<file path="src/rtl/intc_pkg.sv">
package intc_pkg;

    localparam int PRIO_W = 3;

    typedef logic [PRIO_W-1:0] prio_t;

    // edge qualifier: pol=1 rising, pol=0 falling
    function automatic logic edge_hit(input logic cur, input logic prev, input logic pol);
        return pol ? (cur & ~prev) : (~cur & prev);
    endfunction

endpackage

</file>
<file path="src/rtl/intc_edge_det.sv">
module intc_edge_det
    import intc_pkg::*;
(
    input  logic clk,
    input  logic rst,
    input  logic pin_i,
    input  logic pol_i,
    output logic hit_o
);
    logic prev_q;

    always_ff @(posedge clk) begin
        if (rst) prev_q <= 1'b0;
        else     prev_q <= pin_i;
    end

    assign hit_o = edge_hit(pin_i, prev_q, pol_i);

endmodule

</file>
<file path="src/rtl/intc_flag_bank.sv">
module intc_flag_bank #(
    parameter int N_SRC = 8
) (
    input  logic             clk,
    input  logic             rst,
    input  logic [N_SRC-1:0] set_i,
    input  logic [N_SRC-1:0] clr_i,
    output logic [N_SRC-1:0] flags_o
);
    logic [N_SRC-1:0] flags_q;

    always_ff @(posedge clk) begin
        if (rst) flags_q <= '0;
        else     flags_q <= (flags_q & ~clr_i) | set_i;
    end

    assign flags_o = flags_q;


    flag_set_chk: assert property (@(posedge clk) disable iff (rst)
        (|set_i) |=> ((flags_o & $past(set_i)) == $past(set_i)));


    flag_clr_chk: assert property (@(posedge clk) disable iff (rst)
        (|(clr_i & ~set_i)) |=> ((flags_o & $past(clr_i & ~set_i)) == '0));

endmodule

</file>
<file path="src/rtl/intc_arbiter.sv">
module intc_arbiter
    import intc_pkg::*;
#(
    parameter int N_SRC = 8,
    localparam int IDX_W = $clog2(N_SRC)
) (
    input  logic                clk,
    input  logic                rst,
    input  logic [N_SRC-1:0]    req_i,
    input  logic [3*N_SRC-1:0]  prio_i,
    output logic                valid_o,
    output prio_t               prio_o,
    output logic [IDX_W-1:0]    idx_o
);
    always_comb begin
        valid_o = 1'b0;
        prio_o  = '0;
        idx_o   = '0;
        // ascending scan with strict compare keeps the lowest index on ties
        for (int i = 0; i < N_SRC; i++) begin
            if (req_i[i] && (!valid_o || prio_i[i*PRIO_W +: PRIO_W] > prio_o)) begin
                valid_o = 1'b1;
                prio_o  = prio_i[i*PRIO_W +: PRIO_W];
                idx_o   = IDX_W'(i);
            end
        end
    end


    win_pending_chk: assert property (@(posedge clk) disable iff (rst)
        valid_o |-> req_i[idx_o]);

endmodule

</file>
<file path="src/rtl/prio_irq_ctrl.sv">
module prio_irq_ctrl
    import intc_pkg::*;
#(
    parameter int N_SRC = 8,
    parameter int N_EXT = 5,
    parameter int VEC_W = 8,
    parameter logic [VEC_W-1:0] DEF_BASE = 8'd4,
    localparam int N_INT = N_SRC - N_EXT,
    localparam int IDX_W = $clog2(N_SRC)
) (
    input  logic                 clk,
    input  logic                 rst,
    input  logic [N_EXT-1:0]     ext_pin,
    input  logic [N_EXT-1:0]     ext_pol,
    input  logic [N_INT-1:0]     int_req,
    input  logic [N_SRC-1:0]     src_en,
    input  logic [3*N_SRC-1:0]   src_prio,
    input  logic [N_SRC-1:0]     flag_clr,
    input  logic                 alt_tbl,
    input  logic                 lvl_wr,
    input  logic [2:0]           lvl_wdata,
    input  logic                 core_sleep,
    input  logic                 core_idle,
    output logic [N_SRC-1:0]     pending,
    output logic [2:0]           cur_lvl,
    output logic                 irq_take,
    output logic [VEC_W-1:0]     irq_vec,
    output logic [2:0]           irq_prio,
    output logic                 wake
);
    localparam logic [VEC_W-1:0] ALT_BASE = DEF_BASE + VEC_W'(N_SRC);

    logic [N_EXT-1:0] ext_hit;
    logic [N_SRC-1:0] set_vec;
    logic             win_valid;
    prio_t            win_prio;
    logic [IDX_W-1:0] win_idx;
    prio_t            lvl_q;

    generate
        for (genvar g = 0; g < N_EXT; g++) begin : g_edge
            intc_edge_det u_edge (
                .clk   (clk),
                .rst   (rst),
                .pin_i (ext_pin[g]),
                .pol_i (ext_pol[g]),
                .hit_o (ext_hit[g])
            );
        end
    endgenerate

    assign set_vec = {int_req, ext_hit};

    intc_flag_bank #(.N_SRC(N_SRC)) u_flags (
        .clk     (clk),
        .rst     (rst),
        .set_i   (set_vec),
        .clr_i   (flag_clr),
        .flags_o (pending)
    );

    intc_arbiter #(.N_SRC(N_SRC)) u_arb (
        .clk     (clk),
        .rst     (rst),
        .req_i   (pending & src_en),
        .prio_i  (src_prio),
        .valid_o (win_valid),
        .prio_o  (win_prio),
        .idx_o   (win_idx)
    );

    assign irq_take = win_valid && (win_prio > lvl_q);
    assign irq_prio = win_prio;
    assign irq_vec  = (alt_tbl ? ALT_BASE : DEF_BASE) + VEC_W'(win_idx);
    assign wake     = irq_take && (core_sleep || core_idle);
    assign cur_lvl  = lvl_q;

    always_ff @(posedge clk) begin
        if (rst)           lvl_q <= '0;
        else if (irq_take) lvl_q <= win_prio;
        else if (lvl_wr)   lvl_q <= lvl_wdata;
    end


    lvl_load_chk: assert property (@(posedge clk) disable iff (rst)
        irq_take |=> (cur_lvl == $past(irq_prio)));


    take_above_chk: assert property (@(posedge clk) disable iff (rst)
        irq_take |-> (|(pending & src_en)));


    wake_take_chk: assert property (@(posedge clk) disable iff (rst)
        wake |-> irq_take);


    vec_range_chk: assert property (@(posedge clk) disable iff (rst)
        irq_take |-> (irq_vec >= DEF_BASE && irq_vec < ALT_BASE + VEC_W'(N_SRC)));

endmodule

</file>
<file path="config.mk">
export PLATFORM = sky130hd
export DESIGN_NAME = prio_irq_ctrl
export DESIGN_NICKNAME = d
export VERILOG_FILES = /design/src/rtl/intc_pkg.sv /design/src/rtl/intc_edge_det.sv /design/src/rtl/intc_flag_bank.sv /design/src/rtl/intc_arbiter.sv /design/src/rtl/prio_irq_ctrl.sv
export SDC_FILE = /design/constraint.sdc
export NUM_CORES = 1
export LEC_CHECK = 0
export BUFFER_PORTS_ARGS = -buffer_cell sky130_fd_sc_hd__buf_2
export CAP_MARGIN = 5
export CORE_UTILIZATION = 44
export DETAILED_ROUTE_END_ITERATION = 7
export GPL_TIMING_DRIVEN = 0
export PLACE_DENSITY = 0.77
export SYNTH_ARGS = -nofsm -noshare
export SYNTH_HDL_FRONTEND = slang
export SYNTH_HIERARCHICAL = 1
export SYNTH_SLANG_ARGS = --single-unit
</file>
<file path="constraint.sdc">
create_clock -name clk -period 14.8 [get_ports clk]
set_input_delay 2.96 -clock clk [delete_from_list [all_inputs] [get_ports clk]]
set_output_delay 2.96 -clock clk [all_outputs]
set_load 0.01 [all_outputs]
</file>
-- After elaboration in Yosys (flattened, before gate mapping)
Index checks and enable logic that the tools add are counted.
- bits of input ports: 62
- bits in registers: 16
- output and inout port bits: 24
- logic and storage cells: 96
- reductions and logical operators: 25
- bitwise logic cells: 24
- add/subtract/negate cells: 1
- mux-type cells: 31
- order comparisons: 8
- operators by type and width (cell ; number):
    2-to-1 mux 3 bit ; 14
    > comparator 3 bit ; 8
    bitwise AND 8 bit ; 2
    2-to-1 mux 1 bit ; 14
    bitwise AND 1 bit ; 10
    inverter 1 bit ; 10
    logical AND 1 bit ; 9
    logical OR 1 bit ; 8
    inverter 8 bit ; 1
    bitwise OR 8 bit ; 1
    zero test 1 bit ; 7
    adder 4 x 3 -> 5 bit ; 1
    2-to-1 mux 2 bit ; 2
    2-to-1 mux 4 bit ; 1
    nonzero test 2 bit ; 1

-- Depth between registers and ports, before layout
- depth after elaboration: 33
- depth in mapped cells: 56
- mapped depth without buffers: 51

-- Cells and area by module
The synthesis kept the hierarchy.
- modules (own cells, without submodules) (module ; area each (µm²) ; times used ; seq. area each (µm²) ; cells each):
    intc_arbiter ; 1101.1 ; 1 ; 0.0 ; 154
    intc_flag_bank ; 381.6 ; 1 ; 160.2 ; 33
    prio_irq_ctrl ; 327.8 ; 1 ; 60.1 ; 43
    intc_edge_det ; 48.8 ; 5 ; 20.0 ; 5

-- Least setup slack after synthesis
Ideal clock, no wire load.
- path kind: input to output
- start: input src_en[0]
- end: output wake
- buffers on the path: 5
- data required time: 11.840 ns
- arrival time: 12.240 ns
- path slack: -0.400 ns
- stages on the path: 53
- path through: and2_1 buf_6 nand2_1 ha_1 and3b_1 o21a_1 a21oi_1 nor2_1 ha_1 nor2b_4 o311a_4 o21a_1 o32a_1 inv_1 ha_1 nand3_1 o21ai_1 a21oi_1 [17 not listed] a32oi_1 o21a_2 buf_6 a2111o_1 o221ai_1 ha_1 a21oi_1 o21a_1 o2bb2ai_1 nor2_1 nand2_1 o22ai_1 ha_1 nor2b_1 o31a_1 and2_4 buf_6 o21a_1
- cells in the longest elaborated chain, start to end: 33
- elaborated cells between the ends (all ways): 48
- those cells by class: 8 x order compare; 16 x mux; 1 x bitwise; 23 x reduce/logical
- ends and longest elaborated chain (element ; line ; RTL):
    start, declared ; prio_irq_ctrl.sv:16 ; input logic [N_SRC-1:0] src_en,
    bitwise AND 8 bit (*) ; prio_irq_ctrl.sv:65 ; .req_i (pending & src_en),
    2-to-1 mux 3 bit / 2-to-1 mux 1 bit (equally long branches) ; intc_arbiter.sv:21 ; if (req_i[i] && (!valid_o || prio_i[i*PRIO_W +: PRIO_W] > prio_o)) begin
    > comparator 3 bit / zero test 1 bit (equally long branches) ; intc_arbiter.sv:21 ;
    logical OR 1 bit ; intc_arbiter.sv:21 ;
    logical AND 1 bit ; intc_arbiter.sv:21 ;
    2-to-1 mux 3 bit / 2-to-1 mux 1 bit (equally long branches) ; intc_arbiter.sv:21 ;
    > comparator 3 bit / zero test 1 bit (equally long branches) ; intc_arbiter.sv:21 ;
    logical OR 1 bit ; intc_arbiter.sv:21 ;
    [19 not listed] ; - ;
    logical OR 1 bit ; intc_arbiter.sv:21 ;
    logical AND 1 bit ; intc_arbiter.sv:21 ;
    2-to-1 mux 3 bit (*) ; intc_arbiter.sv:21 ;
    via irq_prio[1] ; prio_irq_ctrl.sv:28 ; output logic [2:0] irq_prio,
    > comparator 3 bit (*) ; prio_irq_ctrl.sv:72 ; assign irq_take = win_valid && (win_prio > lvl_q);
    logical AND 1 bit (*) ; prio_irq_ctrl.sv:72 ;
    via irq_take ; prio_irq_ctrl.sv:26 ; output logic irq_take,
    logical AND 1 bit (*) ; prio_irq_ctrl.sv:75 ; assign wake = irq_take && (core_sleep || core_idle);
    end, declared ; prio_irq_ctrl.sv:29 ; output logic wake
The timed path passes the listed nets; every way through them passes the cells marked *.

-- Worst setup path in the final report
- start: input src_en[0]
- end: output wake
- cells in the longest elaborated chain, start to end: 33
- elaborated cells between the ends (all ways): 48
- those cells by class: 8 x order compare; 16 x mux; 1 x bitwise; 23 x reduce/logical
- ends and longest elaborated chain (element ; line):
    bitwise AND 8 bit (*) ; prio_irq_ctrl.sv:65
    2-to-1 mux 3 bit / 2-to-1 mux 1 bit (equally long branches) ; intc_arbiter.sv:21
    > comparator 3 bit / zero test 1 bit (equally long branches) ; intc_arbiter.sv:21
    logical OR 1 bit ; intc_arbiter.sv:21
    logical AND 1 bit ; intc_arbiter.sv:21
    2-to-1 mux 3 bit / 2-to-1 mux 1 bit (equally long branches) ; intc_arbiter.sv:21
    > comparator 3 bit / zero test 1 bit (equally long branches) ; intc_arbiter.sv:21
    logical OR 1 bit ; intc_arbiter.sv:21
    [17 not listed] ; -
    2-to-1 mux 3 bit / 2-to-1 mux 1 bit (equally long branches) ; intc_arbiter.sv:21
    > comparator 3 bit / zero test 1 bit (equally long branches) ; intc_arbiter.sv:21
    logical OR 1 bit ; intc_arbiter.sv:21
    logical AND 1 bit ; intc_arbiter.sv:21
    2-to-1 mux 3 bit ; intc_arbiter.sv:21
    > comparator 3 bit ; prio_irq_ctrl.sv:72
    logical AND 1 bit (*) ; prio_irq_ctrl.sv:72
    logical AND 1 bit (*) ; prio_irq_ctrl.sv:75
Every way passes the cells marked *; elsewhere a longest branch is shown, timed or not.

==> metrics.csv <==
stage;metric;value;unit
outcome;status;finished, violations left;
outcome;violations;negative setup slack;
layout;n_antenna_cell;0;
floorplanning;pin_count;86;
clocking;clock_latency;0.24;ns
logic_synthesis;synth_top_area_share;15.6;%
sta;rsz0062_at_grt;yes;
run;cap_violations;0;
clocking;cts_buffers;3;
worst_setup_path;crit_arrival;12.13;ns
sta;hold_viol_final;0;
layout;drive_above_1_share;65.2;%
floorplanning;die_area;4950;um2
logic_synthesis;synthCells;255;
power;p_leak;0.00161;uW
sta;period_share;102;%
route;drtIter0Drc;114;
logic_synthesis;syn_area;2050;um2
power;power_switching;119;uW
worst_setup_path;worstSetupEndpointType;output pin;
worst_setup_path;cp_common_cell;ha_4;
sta;tns;-0.473;ns
logic_synthesis;synth_edf_count;0;
clocking;cts_root_buf;clkbuf_8;
worst_setup_path;cp.required;11.84;ns
power;p_int;182;uW
sta;skew;0.00134;ns
power;pwr-share-clk;12.6;%
logic_synthesis;synth.avg_cell_area;8.06;um2
sta;slew_violations;0;
floorplanning;coreArea;4410;um2
clocking;cts_sinks;16;
power;seqPwrFrac;17.9;%
logic_synthesis;async_reset_ff_share;0;%
floorplanning;fp-row-count;24;
worst_setup_path;start_kind;input port;
power;p_sw_share;39.6;%
route;via_per_inst;5.53;
route;drt_wl_total;6870;um
logic_synthesis;synth_top_flop_cell;dfxtp_1;
logic_synthesis;synth_seq_cells;16;
power;power_frac_comb;69.5;%
placed_design;hpwl;4270;um
floorplanning;die_width;70.3;um
floorplanning;dieHeight;70.3;um
worst_setup_path;cp_max_fo;8;
placed_design;dp.cells;391;
placed_design;gp_congestion;0.858;
sta;fmax;66.3;MHz
power;ir_drop;0.0000849;V
logic_synthesis;synth.largest_area_cell;dfxtp_1;
power;p_per_area;86.2;nW/um2
global_routing;grt_use_total;24.6;%
global_routing;antenna_found_initial;0;
clocking;h-tree-depth;1;
logic_synthesis;yosys.cell_types.count;55;
sta;relSlewSlack;64.0;%
logic_synthesis;seq_area_frac_synth;15.6;%
route;first_pass_iters;4;
worst_setup_path;worst_path_max_delay_cell;ha_1;
placed_design;io_buffer_count;82;
route;drtAntennaViolNets;0;
min_path;hold_class;reg -> reg;
sta;whs;0.499;ns
global_routing;grt_first_pass_wirelength;9970;um
floorplanning;initial_utilization;46.5;%
clocking;path_clk_slew;0.06;ns
clocking;cts_tree;yes;
worst_setup_path;cpPeakStageDelay;0.35;ns
layout;stdcell_count;434;
global_routing;grt_max_degree;11;
sta;fin_crit;15.09;ns
route;vias;2398;
sta;fin_ws;-0.290;ns
layout;finalNetCount;470;
sta;worst_pin_slew;0.535;ns
global_routing;grt.overflow.total;0;
route;drc;0;
route;avgRoutedWirePerCell;15.8;um
layout;areaGrowthSynthToFinish;70.2;%
global_routing;grt_pass1_vias;2249;
sta;setup_violations;2;
logic_synthesis;ys_top_cells_by_area;dfxtp_1 (16%), ha_1 (15%), nand2b_4 (5.4%);
clocking;cts_max_path_buffers;2;
worst_setup_path;worstSetupPathType;in -> out;
logic_synthesis;yosysWarnings;6;
logic_synthesis;synth_common_cells;ha_1 (25), inv_1 (25), nand2_1 (19), nor2_1 (19), a21oi_1 (18);
[layer usage]
metal	up-vias	wire length, um	GRT usage, %
met1	1120	2680	28.4
met4	0	150	6.00
li1	1165	-	-
met5	-	0	0
met3	16	392	3.17
met2	97	3650	47.0
[critical path, delay by kind of cell]
| family | cells | cell delay, ns |
|---|---|---|
| buffers and inverters | 7 | 0.93 |
| adder cells (fa/ha/maj) | 8 | 2.13 |
| AND/OR/NAND/NOR | 10 | 1.02 |
| AO/OA/AOI/OAI | 28 | 5.08 |
[cell families after synthesis]
group | after synthesis | share of synthesized area, %
compound gates | 81 | 30.0
fa+ha+maj | 25 | 15.2
buf+inv | 36 | 9.20
flops | 16 | 15.6
mux | 2 | 1.10
other cells | 1 | 0.183
simple gates | 94 | 28.7
[metrics by stage]
stage | utilization, % | instance area [um2] | worst slack [ns] | power, uW
4_1_cts | 72.6 | 3210 | -0.229 | 271
3_5_place_dp | 60.8 | 2680 | -0.974 | 191
2_1_floorplan | - | 2210 | -0.0119 | 152
3_3_place_gp | 60.8 | 2680 | -0.851 | 188
6_report | 79.2 | 3500 | -0.290 | 301
5_1_grt | 79.2 | 3500 | -0.631 | 320
[power groups by stage]
stage	Clock (uW)	Sequential (uW)	Combinational, uW
2_1_floorplan	0	56.0	96.3
3_5_place_dp	0	54.2	137
6_report	37.9	54.0	210
4_1_cts	39.1	54.0	178
3_3_place_gp	0	54.1	134
5_1_grt	40.8	54.7	225
[final cells by class]
class	instances	area, um2
Buffer	7	67.6
Sequential cell	16	320
Multi-Input combinational cell	205	2140
Clock buffer	4	55.1
Inverter	26	97.6
Tap cell	52	65.1
Fill cell	267	918
Timing Repair Buffer	124	749
[cells in the final DEF, fill, tap and decap left out, types with 7 or more instances in the layout]
cell type	count
buf_6	7
o22ai_2	7
a21oi_2	16
nand2b_4	8
ha_1	11
buf_4	43
and2_1	7
nor2_1	11
nand2b_1	8
nand2_1	16
inv_1	22
ha_4	13
buf_2	80
dfxtp_1	16
[flip-flops by register name, summed over array words and instances, names as in the netlist]
name                  flops
g_edge.u_edge/prev_q      5
u_flags/flags_o           8
cur_lvl                   3
[final timing paths]
| path | cells after the start | start | to | slack, ns |
|---|---|---|---|---|
| worst max-delay path | 53 | src_en[0] | wake | -0.29 |
| worst max register to register | 51 | u_flags/flags_o[0] | cur_lvl[2] | 4.98 |
| worst min-delay path | 2 | u_flags/flags_o[7] | u_flags/flags_o[7] | 0.50 |
| worst min register to register | 2 | u_flags/flags_o[7] | u_flags/flags_o[7] | 0.50 |
[repair_timing]
item,4_1_cts,5_1_grt
pin swaps,26,35
gates cloned,0,0
setup endpoints to repair,3,10
buffers inserted,27,15
resized for setup,41,41
hold buffers,0,0
endpoints found under the hold margin,0,0
Note: power is estimated with default switching activity, not from simulation.
